**src/rtl/scl_timing_pkg.sv**
```systemverilog
package scl_timing_pkg;

  // field geometry of the packed configuration word
  localparam int BASE_W   = 4;
  localparam int FIELD_W  = 4;
  localparam int BASE_LSB = 0;
  localparam int LO_LSB   = 12;
  localparam int HI_LSB   = 16;
  localparam int FIELD_MAX = (1 << FIELD_W) - 1;
  localparam int BASE_MAX  = (1 << BASE_W) - 1;

  typedef enum logic [1:0] {
    PH_IDLE = 2'd0,
    PH_LOW  = 2'd1,
    PH_HIGH = 2'd2
  } phase_e;

  typedef struct packed {
    logic [FIELD_W-1:0] hi;
    logic [FIELD_W-1:0] lo;
    logic [BASE_W-1:0]  base;
  } scl_cfg_t;

endpackage

```
**src/rtl/scl_div_encoder.sv**
```systemverilog
module scl_div_encoder
  import scl_timing_pkg::*;
#(
  parameter int DIV_W = 16,
  parameter int CFG_W = 32
) (
  input  logic [DIV_W-1:0] div_req,
  output logic [CFG_W-1:0] div_cfg
);

  // largest quotient both phases can hold before a prescale step is needed
  localparam int SPAN       = 2 * (FIELD_MAX + 1);
  localparam int SPAN_SHIFT = $clog2(SPAN);

  logic [DIV_W-1:0]   quo_span;
  logic [DIV_W-1:0]   quo_base;
  logic [DIV_W-1:0]   hi_part;
  logic [DIV_W-1:0]   lo_part;
  logic [BASE_W-1:0]  base_sel;
  logic [FIELD_W-1:0] hi_fld;
  logic [FIELD_W-1:0] lo_fld;
  int                 top_bit;

  function automatic logic [FIELD_W-1:0] to_field(input logic [DIV_W-1:0] part);
    if (part == '0)
      return '0;
    else if (part > DIV_W'(FIELD_MAX + 1))
      return FIELD_W'(FIELD_MAX);
    else
      return FIELD_W'(part - DIV_W'(1));
  endfunction

  always_comb begin
    quo_span = (div_req - DIV_W'(1)) >> SPAN_SHIFT;
    top_bit  = 0;
    for (int i = 0; i < DIV_W; i++) begin
      if (quo_span[i]) top_bit = i;
    end
    if (div_req <= DIV_W'(SPAN + 1))
      base_sel = '0;
    else if (top_bit + 1 > BASE_MAX)
      base_sel = BASE_W'(BASE_MAX);
    else
      base_sel = BASE_W'(top_bit + 1);
    quo_base = div_req >> base_sel;
    hi_part  = (quo_base >> 1) + DIV_W'(quo_base[0]);
    lo_part  = quo_base - hi_part;
    hi_fld   = to_field(hi_part);
    lo_fld   = to_field(lo_part);
  end

  always_comb begin
    div_cfg = '0;
    div_cfg[HI_LSB   +: FIELD_W] = hi_fld;
    div_cfg[LO_LSB   +: FIELD_W] = lo_fld;
    div_cfg[BASE_LSB +: BASE_W]  = base_sel;
  end


  always_comb begin
    split_order_chk: assert (hi_fld >= lo_fld);
  end

endmodule

```
**src/rtl/scl_prescaler.sv**
```systemverilog
module scl_prescaler
  import scl_timing_pkg::*;
#(
  parameter int EXP_W = BASE_W
) (
  input  logic             clk,
  input  logic             rst_n,
  input  logic             restart,
  input  logic             advance,
  input  logic [EXP_W-1:0] base_exp,
  output logic             tick,
  output logic             at_start
);

  localparam int PRE_W = (1 << EXP_W) - 1;

  logic [PRE_W-1:0] pre_q;
  logic [PRE_W-1:0] pre_d;
  logic [PRE_W-1:0] wrap_at;

  // an exponent of PRE_W shifts the one out, which wraps to all ones
  assign wrap_at  = (PRE_W'(1) << base_exp) - PRE_W'(1);
  assign tick     = (pre_q == wrap_at);
  assign at_start = (pre_q == '0);

  always_comb begin
    pre_d = pre_q;
    if (restart)
      pre_d = '0;
    else if (advance)
      pre_d = tick ? '0 : pre_q + PRE_W'(1);
  end

  always_ff @(posedge clk or negedge rst_n) begin
    if (!rst_n)
      pre_q <= '0;
    else if (restart || advance)
      pre_q <= pre_d;
  end


  presc_wrap_chk: assert property (@(posedge clk) disable iff (!rst_n)
    (advance && !restart && tick) |=> (pre_q == '0));

endmodule

```
**src/rtl/scl_phase_fsm.sv**
```systemverilog
module scl_phase_fsm
  import scl_timing_pkg::*;
#(
  parameter int CFG_W = 32
) (
  input  logic              clk,
  input  logic              rst_n,
  input  logic              enable,
  input  logic              run,
  input  logic              scl_sense,
  input  logic [CFG_W-1:0]  cfg_word,
  input  logic              tick,
  input  logic              at_start,
  output logic [BASE_W-1:0] base_exp,
  output logic              presc_advance,
  output logic              presc_restart,
  output logic              scl_drive_low,
  output logic              strobe_change,
  output logic              strobe_sample
);

  phase_e             state_q, state_d;
  logic [FIELD_W-1:0] cnt_q, cnt_d;
  scl_cfg_t           cfg_q, cfg_d;
  scl_cfg_t           cfg_in;
  logic               stretched;
  logic [FIELD_W-1:0] lo_mid;
  logic [FIELD_W-1:0] hi_mid;
  logic [CFG_W-(HI_LSB+FIELD_W)+(LO_LSB-BASE_LSB-BASE_W)-1:0] cfg_unused;

  assign cfg_in.hi   = cfg_word[HI_LSB   +: FIELD_W];
  assign cfg_in.lo   = cfg_word[LO_LSB   +: FIELD_W];
  assign cfg_in.base = cfg_word[BASE_LSB +: BASE_W];
  assign cfg_unused  = {cfg_word[CFG_W-1:HI_LSB+FIELD_W],
                        cfg_word[LO_LSB-1:BASE_LSB+BASE_W]};

  assign stretched = (state_q == PH_HIGH) && !scl_sense;
  assign lo_mid    = FIELD_W'(({1'b0, cfg_q.lo} + 5'd1) >> 1);
  assign hi_mid    = FIELD_W'(({1'b0, cfg_q.hi} + 5'd1) >> 1);

  assign base_exp      = cfg_q.base;
  assign presc_advance = enable && run && (state_q != PH_IDLE) && !stretched;
  assign presc_restart = enable && (!run || (state_q == PH_IDLE));
  assign scl_drive_low = (state_q == PH_LOW);
  assign strobe_change = enable && (state_q == PH_LOW) && at_start && (cnt_q == lo_mid);
  assign strobe_sample = enable && (state_q == PH_HIGH) && scl_sense && at_start
                         && (cnt_q == hi_mid);

  always_comb begin
    state_d = state_q;
    cnt_d   = cnt_q;
    cfg_d   = cfg_q;
    if (!run) begin
      state_d = PH_IDLE;
      cnt_d   = '0;
    end else begin
      unique case (state_q)
        PH_IDLE: begin
          state_d = PH_LOW;
          cnt_d   = '0;
          cfg_d   = cfg_in;
        end
        PH_LOW: begin
          if (tick) begin
            if (cnt_q == cfg_q.lo) begin
              state_d = PH_HIGH;
              cnt_d   = '0;
            end else begin
              cnt_d = cnt_q + FIELD_W'(1);
            end
          end
        end
        PH_HIGH: begin
          if (!stretched && tick) begin
            if (cnt_q == cfg_q.hi) begin
              state_d = PH_LOW;
              cnt_d   = '0;
              cfg_d   = cfg_in;
            end else begin
              cnt_d = cnt_q + FIELD_W'(1);
            end
          end
        end
        default: begin
          state_d = PH_IDLE;
          cnt_d   = '0;
        end
      endcase
    end
  end

  always_ff @(posedge clk or negedge rst_n) begin
    if (!rst_n) begin
      state_q <= PH_IDLE;
      cnt_q   <= '0;
      cfg_q   <= '0;
    end else if (enable) begin
      state_q <= state_d;
      cnt_q   <= cnt_d;
      cfg_q   <= cfg_d;
    end
  end


  stretch_hold_chk: assert property (@(posedge clk) disable iff (!rst_n)
    (enable && run && (state_q == PH_HIGH) && !scl_sense) |=> $stable(cnt_q));


  cfg_hold_chk: assert property (@(posedge clk) disable iff (!rst_n)
    ((state_q == PH_LOW) && ($past(state_q) == PH_LOW)) |-> $stable(cfg_q));


  freeze_chk: assert property (@(posedge clk) disable iff (!rst_n)
    !enable |=> $stable(scl_drive_low));


  sample_place_chk: assert property (@(posedge clk) disable iff (!rst_n)
    strobe_sample |-> (scl_sense && !scl_drive_low));

endmodule

```
**src/rtl/scl_timing_gen.sv**
```systemverilog
module scl_timing_gen
  import scl_timing_pkg::*;
#(
  parameter int CFG_W = 32,
  parameter int DIV_W = 16
) (
  input  logic             clk,
  input  logic             rst_n,
  input  logic             enable,
  input  logic             run,
  input  logic [CFG_W-1:0] cfg_word,
  input  logic             scl_sense,
  input  logic [DIV_W-1:0] div_req,
  output logic [CFG_W-1:0] div_cfg,
  output logic             scl_drive_low,
  output logic             strobe_change,
  output logic             strobe_sample
);

  logic              tick;
  logic              at_start;
  logic              presc_advance;
  logic              presc_restart;
  logic [BASE_W-1:0] base_exp;

  scl_div_encoder #(.DIV_W(DIV_W), .CFG_W(CFG_W)) u_encoder (
    .div_req (div_req),
    .div_cfg (div_cfg)
  );

  scl_prescaler #(.EXP_W(BASE_W)) u_prescaler (
    .clk      (clk),
    .rst_n    (rst_n),
    .restart  (presc_restart),
    .advance  (presc_advance),
    .base_exp (base_exp),
    .tick     (tick),
    .at_start (at_start)
  );

  scl_phase_fsm #(.CFG_W(CFG_W)) u_phase (
    .clk           (clk),
    .rst_n         (rst_n),
    .enable        (enable),
    .run           (run),
    .scl_sense     (scl_sense),
    .cfg_word      (cfg_word),
    .tick          (tick),
    .at_start      (at_start),
    .base_exp      (base_exp),
    .presc_advance (presc_advance),
    .presc_restart (presc_restart),
    .scl_drive_low (scl_drive_low),
    .strobe_change (strobe_change),
    .strobe_sample (strobe_sample)
  );


  run_release_chk: assert property (@(posedge clk) disable iff (!rst_n)
    (enable && !run) |=> (!scl_drive_low && !strobe_change && !strobe_sample));

endmodule

```
**config.mk**
```make
export PLATFORM = sky130hd
export DESIGN_NAME = scl_timing_gen
export DESIGN_NICKNAME = d
export VERILOG_FILES = /design/src/rtl/scl_timing_pkg.sv /design/src/rtl/scl_div_encoder.sv /design/src/rtl/scl_prescaler.sv /design/src/rtl/scl_phase_fsm.sv /design/src/rtl/scl_timing_gen.sv
export SDC_FILE = /design/constraint.sdc
export NUM_CORES = 1
export LEC_CHECK = 0
export ABC_AREA = 1
export CAP_MARGIN = 0
export CORE_MARGIN = 2
export CORE_UTILIZATION = 25
export DETAILED_ROUTE_END_ITERATION = 12
export SETUP_SLACK_MARGIN = 0.3
export SKIP_LAST_GASP = 1
export SYNTH_ARGS = -nofsm -noshare
export SYNTH_HDL_FRONTEND = slang
export SYNTH_SLANG_ARGS = --single-unit
```
**constraint.sdc**
```tcl
create_clock -name clk -period 25 [get_ports clk]
set_input_delay 6.25 -clock clk [delete_from_list [all_inputs] [get_ports clk]]
set_output_delay 6.25 -clock clk [all_outputs]
set_load 0.05 [all_outputs]
```
==> results of run 1 <==
## power groups by stage
stage | Combinational, mW | Sequential [mW] | Clock [mW]
2_1_floorplan | 0.214 | 0.0770 | 0
3_3_place_gp | 0.257 | 0.0834 | 0
3_5_place_dp | 0.259 | 0.0836 | 0
4_1_cts | 0.260 | 0.0828 | 0.0626
5_1_grt | 0.297 | 0.0857 | 0.0653
6_report | 0.258 | 0.0830 | 0.0609
## cells in the final DEF, fill, tap and decap left out, drive strengths merged, types with 3 or more instances in the layout
cell type        n
mux2             5
nand2          180
clkdlybuf4s50   47
xnor2           14
clkbuf           7
a2111oi          3
nand4           13
nor3            15
conb            27
a211oi           6
inv            108
a21oi           28
or2              4
dfrtp           33
o22ai            9
xor2            35
o21ai           28
ha              31
nand3          137
nor2            81
nor4             5
## critical path, delay by kind of cell
family	cells	cell delay, ps
xor gates and xnor gates	2	370
buffers and inverters	7	2110
AOI/OAI and AO/OA	2	740
adders and majority gates	4	1120
and+or+nand+nor	23	3310
## path summary, 6_finish.rpt
| kind | start | to | slack (ps) | depth (start not counted) |
|---|---|---|---|---|
| worst max-delay path | div_req[5] | div_cfg[15] | 4830 | 38 |
| worst min-delay path | u_prescaler.pre_q[13] | u_prescaler.pre_q[13] | 490 | 1 |
| worst max register to register | u_phase.base_exp[3] | u_phase.base_exp[0] | 21070 | 14 |
| worst min register to register | u_prescaler.pre_q[13] | u_prescaler.pre_q[13] | 490 | 1 |
| max in group asynchronous | rst_n | u_prescaler.pre_q[8] | 18300 | 2 |
| min in group asynchronous | rst_n | u_phase.cfg_q[7] | 6390 | 2 |
## logic make-up (layout without fill, tap and decap cells)
family / after synthesis / in the layout / synth area share, %
compound gates: 91 / 91 / 10.8
xor+xnor: 49 / 49 / 8.34
fa+ha+maj: 32 / 32 / 7.93
buf+inv: 150 / 165 / 13.4
flops: 33 / 33 / 16.1
mux: 5 / 5 / 1.09
other cells: 2 / 27 / 0.146
simple gates: 441 / 441 / 42.2
## through the flow
step / utilization [%] / hold WS [ps] / setup slack (ps) / area [sq um]
floorplan: - / 463 / 7240 / 5240
global placement: 28.6 / 480 / 4830 / 5780
detailed placement: 28.6 / 487 / 4810 / 5780
CTS: 29.3 / 499 / 4780 / 5920
global route: 29.3 / 519 / 3990 / 5920
finish: 29.3 / 491 / 4830 / 5920
## cell type report
| type | instances | area share (%) |
|---|---|---|
| sequential | 33 | 13.9 |
| inverter | 110 | 7.03 |
| multi-input combinational | 645 | 62.9 |
| clock buffer | 7 | 2.41 |
| tap | 270 | 5.70 |
| timing repair buffer | 48 | 8.07 |
## sequential cells by signal (all words and copies together) (netlist names)
name,flops
u_prescaler.pre_q,15
u_phase.cfg_q,8
u_phase.base_exp,4
u_phase.cnt_q,4
u_phase.state_q,2
## per-layer routing
| layer | vias up | global-route usage, % | wire (um) |
|---|---|---|---|
| met5 | - | 0 | 0 |
| met4 | 0 | 2.74 | 124 |
| met3 | 9 | 1.14 | 412 |
| met2 | 96 | 20.4 | 5740 |
| met1 | 2301 | 15.2 | 5760 |
| li1 | 2684 | - | - |
==> impl_summary.txt, run 1 <==
----------------------------------------------------
[Power]
  Leakage ... approximately 2.8 nW
  Power density over the cells ... around 68 nW/um^2
  Worst-case vdd ir drop ... approximately 0.048 mV
  Switching Fraction ... slightly below 50%
  Net Switching ... ~200 uW
  Power share of the sequential group ... 20.6%
  Cell internal power dissipation ... slightly above 200 uW
  Power consumption ... between 400 and 500 uW
  Relative contribution of combinational cells to total power ... between 60% and 70%
  Clock power share ... between 10% and 20%

[Synthesis]
  Gate count after technology mapping ... between 800 and 900
  Sequential cell area fraction in the yosys report ... ~16%
  Number of enable-type register cells in the synthesized netlist ... 0
  Flip-flop and latch count after synthesis ... 33
  Share of the synthesized area in the top cell type ... between 10% and 20%
  Ranking of synthesized cells by instance count ... sky130_fd_sc_hd__nand2_1, sky130_fd_sc_hd__nand3_1, sky130_fd_sc_hd__inv_1
  Library cell occupying the most area in the post-synthesis netlist ... sky130_fd_sc_hd__dfrtp_1
  Summed instance area of the synthesized netlist ... just over 5000 sq um
  Cell variety after synth ... 56
  Biggest area contributors in the synthesized netlist ... sky130_fd_sc_hd__dfrtp_1, sky130_fd_sc_hd__nand2_1, sky130_fd_sc_hd__nand3_1, sky130_fd_sc_hd__inv_1, sky130_fd_sc_hd__ha_1
  Per-instance average area after synthesis ... 6.41 sq um
  Share of flip-flops with an asynchronous set or reset after synthesis ... 100%
  Dominant synthesized flop cell ... sky130_fd_sc_hd__dfrtp_1
  Top-count cell post-synth ... sky130_fd_sc_hd__nand2_1
  Yosys warning total ... 0

[Clock network]
  Clock Latency Late Sink ... 280 ps
  Clock-pin slew reported for the worst setup and hold paths after clock tree synthesis ... approximately 50 ps
  TritonCTS buffer count ... 5
  Clock tree from TritonCTS ... done
  Count of hold-fix buffers inserted at cts ... 0
  Total number of clock tree sinks ... 33
  Number of H-tree levels ... 2
  Number of buffers added for setup after CTS ... 0
  Clk Tree Root Cell ... sky130_fd_sc_hd__clkbuf_16
  PostCTS Resize Cnt ... 0
  Maximum buffer depth of the clock tree ... 2

[Routing]
  DRC violation total after the first TritonRoute iteration ... a little over 200
  Routed via count divided by cell count ... between 4 and 5
  Routed via count ... a little over 5000
  Total Wirelength ... about 12 mm
  Final routed DRC violation total ... 0
  Wirelength per Cell ... about 11 um
  TritonRoute pass-1 iters ... 5
  Number of antenna-violating nets in the routed design ... 0

[Layout]
  Synth-to-Final Area Change ... 15.2%
  Fraction of final layout cells with drive strength greater than 1 ... between 8 and 9%
  Antenna Diode Count ... 0
  Filler cell count ... ~2300
  Fin nets ... 928
  Area used by sequential logic in the layout ... ~830 sq um
  Post-route non-filler standard cell count ... 1113
  Area occupied by multi-input gates ... 3720 sq um

[Worst setup path]
  Launching element type of the critical path ... primary input
  Start-to-end type of the worst setup path ... in2out
  CP max FO ... 20
  Required time at the endpoint of the critical path ... about 19000 ps
  Arrival time of the worst setup path ... between 10000 and 15000 ps
  Critical path endpoint category ... output port
  Worst path max stage delay ... between 600 and 700 ps
  Crit-path most repeated cell ... sky130_fd_sc_hd__nand2_2
  Worst path slowest cell ... sky130_fd_sc_hd__clkdlybuf4s50_1

[Timing]
  Highest achievable clock rate ... 0.0496 GHz
  RSZ-0062 raised after global routing ... no
  Number of pins exceeding their max-slew limit in the final report ... 0
  Setup violators final ... 0
  Final worst-path cycle share ... about four fifths
  Setup skew after layout ... 6.47 ps
  Period minus WS final ... 20170 ps
  Accumulated negative setup slack ... 0 ps
  Actual transition at the worst max-transition pin ... 826 ps
  Count of final hold-check violations ... 0
  Max_slew headroom ... between 40% and 50%

[Status]
  Outcome ... complete, no violations

[Placed design]
  Number of cells after detailed placement ... approximately 1100
  Count of port buffers added during placement ... 47
  Detailed placer's ending HPWL ... 9.73 mm
  Placer's final routability congestion estimate ... 0.844

[Die]
  Std cell rows ... 52
  Die Footprint ... around 22000 sq um
  Core Area ... around 20000 sq um
  Top-level port count ... between 80 and 90
  Die height ... approximately 150 um
  X dimension of the die ... approximately 150 um
  Starting density of the core ... about a quarter

[Global routing]
  Remaining global-route overflow ... 0
  Gr usage total ... 11.5%
  Global-route wire length before repair ... 21.7 mm
  Number of antenna violations at the first check in global routing ... 0
  Number of global-route vias before repair ... approximately 5000
  Pin count of the biggest net entering global routing ... 34

[Flow run]
  Maxcap violations ... 0

[Hold path]
  Hold WC Path Type ... reg2reg

----------------------------------------------------
(Power assumes the default switching activity.)
==> run 2, diff against run 1 <==
clock period = 17.76 ns   (was 25 ns; I/O delays follow)
==> run 2 against run 1 <==
Against the previous run:
- sequential power is 41% higher
- die area unchanged
- sequential share of layout area is essentially flat
- clock-buffer cell count did not move
- clock skew shrank 1.1 ps
- final cell count about the same
- global-route usage shrank 0.12 points
- combinational power is 41% higher
- non-clock buffer count did not move
- clock power grew 51%
- hold slack gained 6.7 ps
- via count shrank 0.47%
- largest cell class unchanged
==> impl_summary.txt, run 2 (same netlist as run 1, synthesis figures left out) <==
----------------------------------------------------
[Clock network]
  Number of H-tree levels ... 2 (unchanged)
  PostCTS Resize Cnt ... 0 (unchanged)
  Clk Tree Root Cell ... sky130_fd_sc_hd__clkbuf_16
  Total number of clock tree sinks ... 33 (unchanged)
  Clock tree from TritonCTS ... done
  Count of hold-fix buffers inserted at cts ... 0 (unchanged)
  Number of buffers added for setup after CTS ... 0 (unchanged)
  Maximum buffer depth of the clock tree ... 2 (unchanged)
  Clock-pin slew reported for the worst setup and hold paths after clock tree synthesis ... 60 ps (about the same)
  Clock Latency Late Sink ... 280 ps (about the same)
  TritonCTS buffer count ... 5 (unchanged)

[Placed design]
  Number of cells after detailed placement ... 1106 (unchanged)
  Detailed placer's ending HPWL ... 9.68 mm (-0.46%)
  Post-Place Worst Slack ... 1210 ps (-3600 ps)
  Placer's final routability congestion estimate ... 0.845 (+0.21%)
  Count of port buffers added during placement ... 47 (unchanged)

[Global routing]
  Global-route wire length before repair ... 21.4 mm (-1.5%)
  Gr usage total ... 11.4% (-0.12 points)
  Number of global-route vias before repair ... 4759 (-3.2%)
  Remaining global-route overflow ... 0 (unchanged)
  Pin count of the biggest net entering global routing ... 34 (unchanged)
  Number of antenna violations at the first check in global routing ... 0 (unchanged)

[Die]
  Die height ... 147 um (unchanged)
  Top-level port count ... 88 (unchanged)
  Starting density of the core ... 25.4% (unchanged)
  Std cell rows ... 52 (unchanged)
  Core Area ... 20200 sq um (unchanged)
  Die Footprint ... 21700 sq um (unchanged)
  X dimension of the die ... 147 um (unchanged)

[Routing]
  Total Wirelength ... 11.9 mm (-0.98%)
  Wirelength per Cell ... 10.7 um (-1.1%)
  DRC violation total after the first TritonRoute iteration ... 213 (+2.9%)
  Number of antenna-violating nets in the routed design ... 0 (unchanged)
  Routed via count divided by cell count ... 4.55 (-0.56%)
  Routed via count ... 5066 (-0.47%)
  TritonRoute pass-1 iters ... 5 (unchanged)
  Final routed DRC violation total ... 0 (unchanged)

[Worst setup path]
  Register-to-register setup slack ... 13860 ps (-7210 ps)
  Worst path max stage delay ... 680 ps (about the same)
  Worst flop-to-flop path endpoint ... u_phase.base_exp[0]
  Worst flop-to-flop path startpoint ... u_phase.base_exp[3]
  Worst path slowest cell ... sky130_fd_sc_hd__clkdlybuf4s50_1
  Critical path endpoint category ... output port
  CP max FO ... 20 (unchanged)
  Arrival time of the worst setup path ... 12090 ps (-1830 ps)
  Crit-path most repeated cell ... sky130_fd_sc_hd__nand2_2
  Length in cells of the worst reg-to-reg path ... 14 (unchanged)
  Required time at the endpoint of the critical path ... 13320 ps (-5430 ps)
  Launching element type of the critical path ... primary input
  Start-to-end type of the worst setup path ... in2out

[Hold path]
  Destination of the worst hold path ... u_prescaler.pre_q[13]
  Worst hold path startpoint ... u_prescaler.pre_q[13]
  Hold WC Path Type ... reg2reg
  Cells on Worst Hold Path ... 1 (unchanged)

[Power]
  Power density over the cells ... 96.3 nW/um^2 (+42%)
  Clock power share ... 16.1% (+1.0 points)
  Relative contribution of combinational cells to total power ... 63.4% (-0.8 points)
  Cell internal power dissipation ... 291 uW (+43%)
  Power consumption ... 572 uW (+42%)
  Net Switching ... 281 uW (+41%)
  Switching Fraction ... 49.2% (-0.27 points)
  Leakage ... 2.81 nW (+0.35%)
  Worst-case vdd ir drop ... 0.0619 mV (+29%)
  Power share of the sequential group ... 20.5% (about the same)

[Layout]
  Synth-to-Final Area Change ... 15.4%
  Fin nets ... 928 (unchanged)
  Registers with the most flip-flops ... u_prescaler.pre_q x15, u_phase.cfg_q x8
  End-of-flow core utilization ... 29.4% (+0.074 points)
  Largest register by flop count ... u_prescaler.pre_q
  Most common library cell in the layout ignoring fill and taps ... sky130_fd_sc_hd__nand2_1
  Number of flip-flops in the largest register ... 15 (unchanged)
  Antenna Diode Count ... 0 (unchanged)
  Post-route non-filler standard cell count ... 1114 (+0.090%)
  Top library cells by usage in the layout, fill and taps aside ... sky130_fd_sc_hd__nand2_1, sky130_fd_sc_hd__nand3_1, sky130_fd_sc_hd__inv_1, sky130_fd_sc_hd__nor2_1, sky130_fd_sc_hd__clkdlybuf4s50_1
  Fraction of final layout cells with drive strength greater than 1 ... 9.12% (+0.23 points)

[Timing]
  Accumulated negative setup slack ... 0 ps (unchanged)
  Setup skew after layout ... 5.41 ps (-1.07 ps)
  Number of pins exceeding their max-slew limit in the final report ... 0 (unchanged)
  RSZ-0062 raised after global routing ... no
  Max_slew headroom ... 43.9% (-0.94 points)
  Setup violators final ... 0 (unchanged)
  Period minus WS final ... 16530 ps
  Highest achievable clock rate ... 0.0605 GHz
  Final worst-path cycle share ... approximately 93%
  Minimum setup slack in the final design ... 1230 ps (-3600 ps)
  Count of final hold-check violations ... 0 (unchanged)
  Actual transition at the worst max-transition pin ... 840 ps (+14.0 ps)

[Status]
  Outcome ... complete, no violations

[Flow run]
  Maxcap violations ... 0 (unchanged)

----------------------------------------------------
[run 2: cell count changes in the layout (fill, tap and decap cells not counted)]
cell and delta:
sky130_fd_sc_hd__clkbuf_1 -1, sky130_fd_sc_hd__clkbuf_8 +1, sky130_fd_sc_hd__clkinv_2 +1
[run 2: per-layer routing]
layer  GRT usage [%]  share of wire, %  up-vias
li1                -                 -     2685
met1            15.3                48     2278
met2            19.8                47       94
met3            1.20               3.4        9
met4            2.64              0.95        0
met5               0                 0        -
[run 2: area by class of cell]
type	instances	area, sq um
repair buffers	48	478
flip-flops and latches	33	826
inverters	110	417
fillers	2269	14300
well taps	270	338
clock inverters	1	5.00
clock buffers	7	153
multi-input cells	645	3720
[run 2: worst max path at each step]
stage,startpoint,to,slack (ps),cells past startpoint
6_report,div_req[5],div_cfg[12],1230,38
5_1_grt,div_req[5],div_cfg[12],360,38
4_1_cts,div_req[5],div_cfg[12],1190,38
3_5_place_dp,div_req[5],div_cfg[12],1210,38
3_3_place_gp,div_req[5],div_cfg[12],1220,38
2_1_floorplan,div_req[0],div_cfg[12],3620,40
[run 2: worst max-delay path: cells and delay by family]
family	cells	cell delay [ps]
AO/OA/AOI/OAI	2	700
AND/OR/NAND/NOR	23	3340
buffers and inverters	7	2120
adder cells (fa/ha/maj)	4	1120
XOR/XNOR	2	360
[run 2: metrics by stage]
step | instance area (sq um) | hold WS, ps
global placement | 5780 | 481
global route | 5940 | 547
finish | 5940 | 498
floorplan | 5240 | 463
detailed placement | 5780 | 487
CTS | 5940 | 499
[run 2: power groups by stage]
stage / Sequential (mW) / Combinational (mW) / Clock [mW]
after CTS: 0.117 / 0.367 / 0.0941
after global placement: 0.117 / 0.362 / 0
after global routing: 0.120 / 0.416 / 0.0971
after detailed placement: 0.118 / 0.365 / 0
final: 0.117 / 0.363 / 0.0920
after floorplan: 0.108 / 0.301 / 0
==> run 3, diff against run 2 <==
CORE_UTILIZATION = 50   (was 25)
PLACE_DENSITY = 0.79   (was default)
SKIP_CTS_REPAIR_TIMING = 1   (was default)
==> run 3 against run 2 <==
Against the previous run:
- register-to-register slack about the same
- largest power group unchanged
- hold slack better by 1.0 ps
- setup slack better by 220 ps
- non-clock buffer count up 1
- critical path depth up 1
- sequential share of layout area up 0.44 points
- combinational power about the same
- first-iteration DRC count down 15%
- largest cell class unchanged
- via count up 0.26%
==> impl_summary.txt, run 3 (same netlist as run 1, synthesis figures left out) <==
----------------------------------------------------
[Die]
  Die Footprint ... 11100 sq um (-49%)
  Top-level port count ... 88 (unchanged)
  Die height ... 105 um (-28%)
  Std cell rows ... 37 (-29%)
  Core Area ... 10100 sq um (-50%)
  X dimension of the die ... 105 um (-28%)
  Starting density of the core ... 50.7% (+25 points)

[Layout]
  Most common library cell in the layout ignoring fill and taps ... sky130_fd_sc_hd__nand2_1
  Top library cells by usage in the layout, fill and taps aside ... sky130_fd_sc_hd__nand2_1, sky130_fd_sc_hd__nand3_1, sky130_fd_sc_hd__inv_1, sky130_fd_sc_hd__nor2_1, sky130_fd_sc_hd__clkdlybuf4s50_1
  Number of flip-flops in the largest register ... 15 (unchanged)
  Area of all placed cells without fillers ... 5760 sq um (-3.1%)
  Filler cell count ... 999 (-56%)
  Synth-to-Final Area Change ... 11.9%
  Fin nets ... 929 (+0.11%)
  Fraction of final layout cells with drive strength greater than 1 ... 9.23% (+0.11 points)
  Registers with the most flip-flops ... u_prescaler.pre_q x15, u_phase.cfg_q x8
  Largest register by flop count ... u_prescaler.pre_q
  Antenna Diode Count ... 0 (unchanged)
  End-of-flow core utilization ... 56.8% (+27 points)

[Placed design]
  Cell Area, Placed ... 5620 sq um (-2.8%)
  Count of port buffers added during placement ... 47 (unchanged)
  Placer's final routability congestion estimate ... 0.917 (+8.5%)
  Post-Place Worst Slack ... 1510 ps (+300 ps)
  Detailed placer's ending HPWL ... 8.96 mm (-7.5%)

[Worst setup path]
  Required time at the endpoint of the critical path ... 13320 ps (about the same)
  Critical path startpoint ... div_req[5]
  Worst flop-to-flop path startpoint ... u_phase.base_exp[3]
  Worst path max stage delay ... 680 ps (about the same)
  Start-to-end type of the worst setup path ... in2out
  Launching element type of the critical path ... primary input
  Worst path slowest cell ... sky130_fd_sc_hd__clkdlybuf4s50_1
  Worst flop-to-flop path endpoint ... u_phase.cfg_q[11]
  Arrival time of the worst setup path ... 11870 ps (-220 ps)
  CP max FO ... 20 (unchanged)
  Worst setup endpoint ... div_cfg[12]
  Critical path endpoint category ... output port
  Length in cells of the worst reg-to-reg path ... 14 (unchanged)
  Register-to-register setup slack ... 13870 ps (about the same)

[Timing]
  Final worst-path cycle share ... 91.8% (-1.3 points)
  RSZ-0062 raised after global routing ... no
  Actual transition at the worst max-transition pin ... 807 ps (-33.6 ps)
  Minimum setup slack in the final design ... 1450 ps (+224 ps)
  Setup violators final ... 0 (unchanged)
  Accumulated negative setup slack ... 0 ps (unchanged)
  Number of pins exceeding their max-slew limit in the final report ... 0 (unchanged)
  Period minus WS final ... 16310 ps (-224 ps)
  Count of final hold-check violations ... 0 (unchanged)
  Setup skew after layout ... 5.20 ps (-0.204 ps)
  Highest achievable clock rate ... 0.0613 GHz (+1.4%)
  Max_slew headroom ... 46.2% (+2.2 points)

[Clock network]
  Clock-pin slew reported for the worst setup and hold paths after clock tree synthesis ... 70 ps (about the same)
  Clock tree from TritonCTS ... done
  Total number of clock tree sinks ... 33 (unchanged)
  Number of H-tree levels ... 2 (unchanged)
  TritonCTS buffer count ... 5 (unchanged)
  Clock Latency Late Sink ... 290 ps (about the same)
  Clk Tree Root Cell ... sky130_fd_sc_hd__clkbuf_8
  Maximum buffer depth of the clock tree ... 2 (unchanged)

[Global routing]
  Global-route wire length before repair ... 20.3 mm (-5.0%)
  Gr usage total ... 21.2% (+9.8 points)
  Number of global-route vias before repair ... 4830 (+1.5%)
  Remaining global-route overflow ... 0 (unchanged)
  Pin count of the biggest net entering global routing ... 34 (unchanged)
  Number of antenna violations at the first check in global routing ... 0 (unchanged)

[Power]
  Power consumption ... 567 uW (-0.89%)
  Leakage ... 2.81 nW (-0.25%)
  Worst-case vdd ir drop ... 0.0775 mV (+25%)
  Power density over the cells ... 98.5 nW/um^2 (+2.3%)

[Routing]
  Routed via count divided by cell count ... 5.18 (+14%)
  Total Wirelength ... 11.4 mm (-4.7%)
  TritonRoute pass-1 iters ... 4 (-1)
  DRC violation total after the first TritonRoute iteration ... 182 (-15%)
  Number of antenna-violating nets in the routed design ... 0 (unchanged)
  Wirelength per Cell ... 11.6 um (+8.2%)
  Final routed DRC violation total ... 0 (unchanged)
  Routed via count ... 5079 (+0.26%)

[Flow run]
  Maxcap violations ... 0 (unchanged)

[Hold path]
  Hold WC Path Type ... reg2reg

[Status]
  Outcome ... complete, no violations

----------------------------------------------------
-- run 3: cell types whose count changed in the layout (fill, tap and decap cells not counted) --
| cell | previous run | this run |
|---|---|---|
| sky130_fd_sc_hd__buf_4 | 1 | 2 |
| sky130_fd_sc_hd__bufinv_16 | 0 | 2 |
| sky130_fd_sc_hd__clkbuf_16 | 5 | 0 |
| sky130_fd_sc_hd__clkbuf_8 | 2 | 5 |
-- run 3: cell type report --
class | count | area [sq um] | share of cell area, %
repair buffers | 49 | 485 | 8.43
clock inverters | 3 | 65.1 | 1.13
clock buffers | 5 | 68.8 | 1.20
flip-flops and latches | 33 | 826 | 14.3
multi-input cells | 645 | 3720 | 64.7
inverters | 110 | 417 | 7.24
well taps | 136 | 170 | 2.96
-- run 3: critical path: cells and delay by family --
kind            cells  cell delay, ps
buf+inv             8            1870
compound gates      2             730
simple gates       23            3290
xor+xnor            2             370
fa+ha+maj           4            1140
-- run 3: metrics by stage --
stage / instances / hold slack, ps
floorplan: 828 / 463
global placement: 973 / 481
detailed placement: 973 / 486
CTS: 981 / 502
global route: 981 / 527
finish: 981 / 499
-- run 3: worst min path at each step --
stage,from,to,slack [ps],depth (start not counted)
floorplan,u_prescaler.pre_q[13],u_prescaler.pre_q[13],460,1
finish,u_prescaler.pre_q[13],u_prescaler.pre_q[13],500,1
CTS,u_prescaler.pre_q[13],u_prescaler.pre_q[13],500,1
detailed placement,u_prescaler.pre_q[13],u_prescaler.pre_q[13],490,1
global placement,u_prescaler.pre_q[13],u_prescaler.pre_q[13],480,1
global route,u_prescaler.pre_q[13],u_prescaler.pre_q[13],530,1
-- run 3: metal layers --
metal | track usage [%] | part of all wire [%]
met1 | 27.0 | 48
met2 | 38.1 | 47
met3 | 1.86 | 3.6
met4 | 5.81 | 1.2
met5 | 0 | 0
-- run 3: report_power, final --
part	leakage, nW	internal (mW)	switching, mW
Sequential	0.423	0.0935	0.0230
Combinational	2.32	0.139	0.228
Clock	0.0681	0.0557	0.0285
Total	2.81	0.288	0.279
